--- src/rtl/fskip_pkg.sv ---
package fskip_pkg;

    // Default width of a skip mask, in instruction slots.
    parameter int FSK_MASK_W  = 32;
    // Default largest number of slots dropped in one program counter step.
    parameter int FSK_MAX_RUN = 7;

    // Width needed to hold an increment of 1 .. max_run + 1.
    function automatic int fsk_inc_width(input int max_run);
        return $clog2(max_run + 2);
    endfunction

endpackage

--- src/rtl/fskip_run_count.sv ---
// Counts consecutive set bits of the mask starting at bit 1 (the slot
// after the current one), up to MAX_RUN. Returns zero when disabled.
module fskip_run_count #(
    parameter int MASK_W  = 32,
    parameter int MAX_RUN = 7,
    parameter int INC_W   = 4
) (
    input  logic [MASK_W-1:0] mask_i,
    input  logic              enable_i,
    output logic [INC_W-1:0]  run_o,
    output logic              capped_o
);

    // therm[k] is set when slots 1 .. k+1 all carry a set bit.
    logic [MAX_RUN-1:0] therm;

    genvar k;
    generate
        for (k = 0; k < MAX_RUN; k++) begin : g_therm
            if (k == 0) begin : g_first
                assign therm[k] = mask_i[1];
            end else begin : g_chain
                assign therm[k] = therm[k-1] & mask_i[k+1];
            end
        end
    endgenerate

    logic [INC_W-1:0] count;

    always_comb begin
        count = '0;
        for (int i = 0; i < MAX_RUN; i++) begin
            count = count + INC_W'(therm[i]);
        end
    end

    assign run_o    = enable_i ? count : '0;
    assign capped_o = enable_i & therm[MAX_RUN-1];

endmodule

--- src/rtl/fskip_mask_shift.sv ---
// Logarithmic right shifter: moves the mask down by amt_i slots,
// filling the top with zeros.
module fskip_mask_shift #(
    parameter int MASK_W = 32,
    parameter int INC_W  = 4
) (
    input  logic [MASK_W-1:0] mask_i,
    input  logic [INC_W-1:0]  amt_i,
    output logic [MASK_W-1:0] mask_o
);

    logic [MASK_W-1:0] stage [INC_W+1];

    assign stage[0] = mask_i;

    genvar s;
    generate
        for (s = 0; s < INC_W; s++) begin : g_stage
            assign stage[s+1] = amt_i[s] ? (stage[s] >> (1 << s)) : stage[s];
        end
    endgenerate

    assign mask_o = stage[INC_W];

endmodule

--- src/rtl/fskip_advance.sv ---
// Fast-skip program counter advance unit.
module fskip_advance #(
    parameter int MASK_W  = fskip_pkg::FSK_MASK_W,
    parameter int MAX_RUN = fskip_pkg::FSK_MAX_RUN,
    localparam int INC_W  = fskip_pkg::fsk_inc_width(MAX_RUN)
) (
    input  logic              clk_i,
    input  logic              rst_ni,
    input  logic              start_i,
    input  logic              fast_i,
    input  logic [MASK_W-1:0] mask_i,
    input  logic              adv_i,
    input  logic              shared_i,
    output logic [INC_W-1:0]  pc_inc_o,
    output logic [MASK_W-1:0] mask_o,
    output logic              squash_o,
    output logic              slow_o,
    output logic              active_o
);

    typedef struct packed {
        logic [MASK_W-1:0] mask;
        logic              fast;
        logic              slow;
    } fsk_state_t;

    fsk_state_t st_d, st_q;

    logic              run_en;
    logic [INC_W-1:0]  run_len;
    logic              run_capped;
    logic [INC_W-1:0]  inc;
    logic [MASK_W-1:0] mask_shifted;

    // Elimination only in fast mode and outside shared memory.
    assign run_en = st_q.fast & ~shared_i;

    fskip_run_count #(
        .MASK_W (MASK_W),
        .MAX_RUN(MAX_RUN),
        .INC_W  (INC_W)
    ) i_run (
        .mask_i  (st_q.mask),
        .enable_i(run_en),
        .run_o   (run_len),
        .capped_o(run_capped)
    );

    assign inc = run_len + INC_W'(1);

    fskip_mask_shift #(
        .MASK_W(MASK_W),
        .INC_W (INC_W)
    ) i_shift (
        .mask_i(st_q.mask),
        .amt_i (inc),
        .mask_o(mask_shifted)
    );

    always_comb begin
        st_d = st_q;
        if (start_i) begin
            // A new sequence replaces whatever was running; its first
            // slot can only be squashed the ordinary way.
            st_d.mask = mask_i;
            st_d.fast = fast_i;
            st_d.slow = mask_i[0];
        end else if (adv_i) begin
            st_d.mask = mask_shifted;
            st_d.slow = mask_shifted[0] & (run_capped | ~run_en);
        end
    end

    always_ff @(posedge clk_i or negedge rst_ni) begin
        if (!rst_ni) begin
            st_q <= '0;
        end else begin
            st_q <= st_d;
        end
    end

    assign pc_inc_o = inc;
    assign mask_o   = st_q.mask;
    assign squash_o = st_q.mask[0];
    assign slow_o   = st_q.slow;
    assign active_o = |st_q.mask;

endmodule

--- config.mk ---
export PLATFORM = sky130hd
export DESIGN_NAME = fskip_advance
export DESIGN_NICKNAME = d
export VERILOG_FILES = /design/src/rtl/fskip_pkg.sv /design/src/rtl/fskip_run_count.sv /design/src/rtl/fskip_mask_shift.sv /design/src/rtl/fskip_advance.sv
export SDC_FILE = /design/constraint.sdc
export NUM_CORES = 1
export LEC_CHECK = 0
export ABC_AREA = 1
export ABC_CLOCK_PERIOD_IN_PS = 4400
export BUFFER_PORTS_ARGS = -buffer_cell sky130_fd_sc_hd__buf_2
export CORE_UTILIZATION = 35
export CTS_CLUSTER_SIZE = 30
export DETAILED_ROUTE_END_ITERATION = 16
export PLACE_DENSITY_LB_ADDON = 0.08
export SETUP_SLACK_MARGIN = 0.4
export SLEW_MARGIN = 10
export SYNTH_ARGS = -nofsm -noshare
export SYNTH_HDL_FRONTEND = slang
export SYNTH_SLANG_ARGS = --single-unit
--- constraint.sdc ---
create_clock -name clk_i -period 4.4 [get_ports clk_i]
set_input_delay 0.88 -clock clk_i [delete_from_list [all_inputs] [get_ports clk_i]]
set_output_delay 0.88 -clock clk_i [all_outputs]
set_load 0.01 [all_outputs]
==> results by stage <==
Outcome:
- The run finished with clean final reports.

Logic synthesis:
- Counting flops and latches in the post-synthesis netlist gives 34.
- Of the synthesized area, sequential elements account for between 20% and 30%.
- Summed over its instances, the top area cell type makes up 26.5% of the synthesized netlist area.
- In this run, distinct cell masters in the synthesized netlist total 31.
- The average cell area after synthesis is 6.00 sq um.
- The biggest area contributor in the post-synthesis netlist is sky130_fd_sc_hd__nand2_1.
- The cell count after synthesis came out at 618.
- The summed instance area of the synthesized netlist is between 3000 and 4000 sq um.
- The net count after synthesis is between 600 and 700.
- The Yosys step of the flow raised 0 warnings.
- Sorting the synthesized cells by area gives the leading types as sky130_fd_sc_hd__nand2_1 (27%), sky130_fd_sc_hd__dfrtp_1 (23%), sky130_fd_sc_hd__nand3_1 (8.6%).

Drt:
- In the routed layout, each cell is associated on average with a via count of 5.27.
- The total wirelength of the detailed-routed design is ~13,000 um.
- The remaining antenna violation count after routing is 0.
- The post-detailed-route DRC marker count is 0.
- The number of DRC markers in iteration 0 is about 230.
- In the final routed layout, each cell accounts on average for ~16 um.
- For this run, the detailed router's first-pass iteration total came to 4.
- The via count is ~4,200.

STA:
- The relative max-transition margin is between 40 and 50%.
- The aggregate negative setup slack is 0 ns.
- For this run, the top clock speed supported by timing is about 240 MHz.
- For the pin with the worst max-slew slack, the measured transition is approximately 0.83 ns.
- Between clock sinks in the finished design, the worst skew comes to 0.00452 ns.
- The fraction of the cycle the final worst path needs is between 90% and 100%.
- Setup repair after global routing could not meet its margin everywhere.
- The number of setup violations in the final report is 0.
- The final count of pins violating max slew is 0.
- The clock period minus final worst setup slack is 4.15 ns.
- The hold violation count in the final report is 0.
- The worst slack on hold paths is about 0.48 ns.

Floorplan:
- The chip width is approximately 100 um.
- The area of the core is approximately 10,000 sq um.
- The height of the chip is roughly 100 um.
- The starting density of the core is 36.1%.
- In this run the core area contains 37 standard-cell rows.
- For this design the top-level I/O count stands at just under 80.
- The die covers about 11,000 sq um.

Cells and area:
- In the layout the commonest cells are sky130_fd_sc_hd__nand2_1 (218), sky130_fd_sc_hd__buf_2 (73), sky130_fd_sc_hd__inv_1 (53), sky130_fd_sc_hd__nand2_2 (44), sky130_fd_sc_hd__nand3_1 (41).
- After the flow finishes, the layout carries non-filler instances totaling 799.
- Cells with a size suffix above 1 make up roughly a third of the layout.
- Leaving out fill and tap cells, the most frequent cell in the layout is sky130_fd_sc_hd__nand2_1.
- The post-synthesis to final-layout area growth is 25.3%.
- The final layout contains roughly 710 nets.
- The antenna diode count is 0.

Clocking:
- For this design, the CTS-stage hold fixing added 0 buffers.
- Clock tree synthesis found a total of 34 sinks.
- TritonCTS built the clock tree.
- TritonCTS created 5 clock buffers.
- The clock reaches the later pin of the worst-skew pair after a little under 0.3 ns.
- The tree is rooted in a sky130_fd_sc_hd__clkbuf_8.
- The H-tree depth reported by CTS is 2.
- Clock-pin slew was measured on the worst setup and hold paths at ~0.070 ns.
- The buffer depth of the longest clock path is 2.

Setup path:
- The cell depth of the worst flop-to-flop path is 21.
- The reg-to-reg endpoint is mask_o[16].
- The reg-to-reg startpoint is mask_o[1].
- The maximum net fanout on the critical path is 4.
- The worst setup path is launched from a flop.
- The setup slack on the worst flop-to-flop path is 0.47 ns.
- Data arrives at the worst endpoint at between 3 and 4 ns.
- STA classifies the critical path endpoint as an output port.
- At the worst endpoint, the required time is ~3.5 ns.
- By startpoint and endpoint, the worst setup path is classified as flop to output port.

Power and ir drop:
- The power per unit of standard cell area is 410 nW/um^2.
- The reported leakage power is approximately 2.4 nW.
- The worst vdd rail ir drop is 0.143 mV.

Placed design:
- After legalization and detailed placement, the total HPWL measured just over 9000 um.
- The final weighted congestion in routability-driven placement is ~0.87.
- Buffers placed on the I/O ports in this run total between 70 and 80.
- The post-placement cell count is around 780.

Min path:
- The worst hold path depth is 2.
- The startpoint of the most critical hold path is slow_o.
- The class of the worst hold path is flop to flop.
- The path with the worst hold slack has its endpoint at slow_o.

Global routing:
- The via count of the first global-routing pass is between 3,000 and 4,000.
- Global routing consumed, over all layers together, between 20% and 30% of the routing resources.
- The first-pass GRT wire length is about 20,000 um.
- The initial antenna violation count was 0.
- The global route total overflow is 0.
- The maximum number of pins on one net before global-route repair is between 60 and 70.

Run:
- The tool flagged a number of max-cap violations equal to 0.
## synth_stat cells
library cell               number
sky130_fd_sc_hd__nor2_1        17
sky130_fd_sc_hd__nor3_1         4
sky130_fd_sc_hd__nand2_4        1
sky130_fd_sc_hd__nand3_1       64
sky130_fd_sc_hd__nor2_8         1
sky130_fd_sc_hd__nor3_2         1
sky130_fd_sc_hd__nor4_1         2
sky130_fd_sc_hd__o21ai_1        5
sky130_fd_sc_hd__nand3_2        1
sky130_fd_sc_hd__a21oi_1       27
sky130_fd_sc_hd__clkinv_1       1
sky130_fd_sc_hd__inv_1         59
sky130_fd_sc_hd__inv_2          4
sky130_fd_sc_hd__fa_1           3
sky130_fd_sc_hd__ha_1           4
sky130_fd_sc_hd__nand2_2        2
sky130_fd_sc_hd__nand4_1        8
sky130_fd_sc_hd__nor3b_4        1
sky130_fd_sc_hd__o21ai_0        7
sky130_fd_sc_hd__o211ai_1      32
sky130_fd_sc_hd__nor2_4         2
sky130_fd_sc_hd__buf_6          6
sky130_fd_sc_hd__buf_4         34
sky130_fd_sc_hd__a31oi_1        1
sky130_fd_sc_hd__dfrtp_1       34
sky130_fd_sc_hd__nand2_1      262
sky130_fd_sc_hd__a22oi_2        1
sky130_fd_sc_hd__buf_2         12
sky130_fd_sc_hd__a22oi_1        8
sky130_fd_sc_hd__or2_1          1
sky130_fd_sc_hd__clkbuf_1      13
## what timing repair did
item / in CTS / in global routing
resized for setup: 25 / 95
pin swaps: 12 / 63
setup endpoints to repair: 34 / 36
endpoints found under the hold margin: 0 / 0
setup buffers: 4 / 6
cloned: 1 / 6
## cell families after synthesis
group / share of synthesized area (%)
fa+ha+maj: 2.97
simple gates: 42.1
flops: 22.9
compound gates: 13.9
buf+inv: 18.1
## metrics by stage
| stage | util [%] | cell area [sq um] | setup WS [ns] | power, W |
|---|---|---|---|---|
| 2_1_floorplan | - | 3710 | 0.367 | 0.00119 |
| 3_5_place_dp | 38.3 | 3940 | 0.240 | 0.00140 |
| 5_1_grt | 45.2 | 4650 | 0.0790 | 0.00206 |
| 4_1_cts | 40.3 | 4140 | 0.174 | 0.00169 |
| 3_3_place_gp | 38.3 | 3940 | 0.368 | 0.00140 |
| 6_report | 45.2 | 4650 | 0.248 | 0.00190 |
## cell type report
type	instances	area (sq um)
clock buffer	7	76.3
fill	1126	5630
inverter	64	255
multi-input combinational	456	2520
sequential	34	851
tap	136	170
timing repair buffer	102	773
## how the worst max path moves through the flow
stage,to,slack [ns],depth (start not counted),start
2_1_floorplan,pc_inc_o[2],0.37,15,mask_o[3]
3_3_place_gp,mask_o[18],0.37,21,mask_o[1]
3_5_place_dp,mask_o[21],0.24,17,mask_o[1]
4_1_cts,pc_inc_o[2],0.17,15,mask_o[2]
5_1_grt,pc_inc_o[3],0.08,15,mask_o[2]
6_report,pc_inc_o[2],0.25,14,mask_o[1]
## state kept, by name, indices dropped and copies added, names as in the netlist
name,count
mask_o,32
slow_o,1
st_q,1
## worst max-delay path: stages, from the launching register on
cell and delay [ns]:
sky130_fd_sc_hd__dfrtp_1 0.39, sky130_fd_sc_hd__buf_4 0.15, sky130_fd_sc_hd__inv_4 0.07, sky130_fd_sc_hd__nor2_2 0.05, sky130_fd_sc_hd__fa_1 0.50, sky130_fd_sc_hd__fa_1 0.50
sky130_fd_sc_hd__ha_2 0.20, sky130_fd_sc_hd__fa_1 0.53, sky130_fd_sc_hd__nand3_2 0.10, sky130_fd_sc_hd__inv_2 0.08, sky130_fd_sc_hd__ha_4 0.13, sky130_fd_sc_hd__inv_2 0.04
sky130_fd_sc_hd__nand2_2 0.06, sky130_fd_sc_hd__nand2_2 0.06, sky130_fd_sc_hd__buf_6 0.12
## report_power, final
part / internal [W] / switching, W
sequential: 0.000379 / 0.0000642
clock: 0.000109 / 0.000123
combinational: 0.000483 / 0.000746
total: 0.000971 / 0.000933
## per-layer routing
metal	wire length (um)	share of wire [%]	global-route usage [%]
met5	0	0	0
met4	197	1.5	5.43
met3	697	5.3	2.62
met2	6330	48	39.8
met1	5860	45	30.5
(Power assumes the default switching activity.)
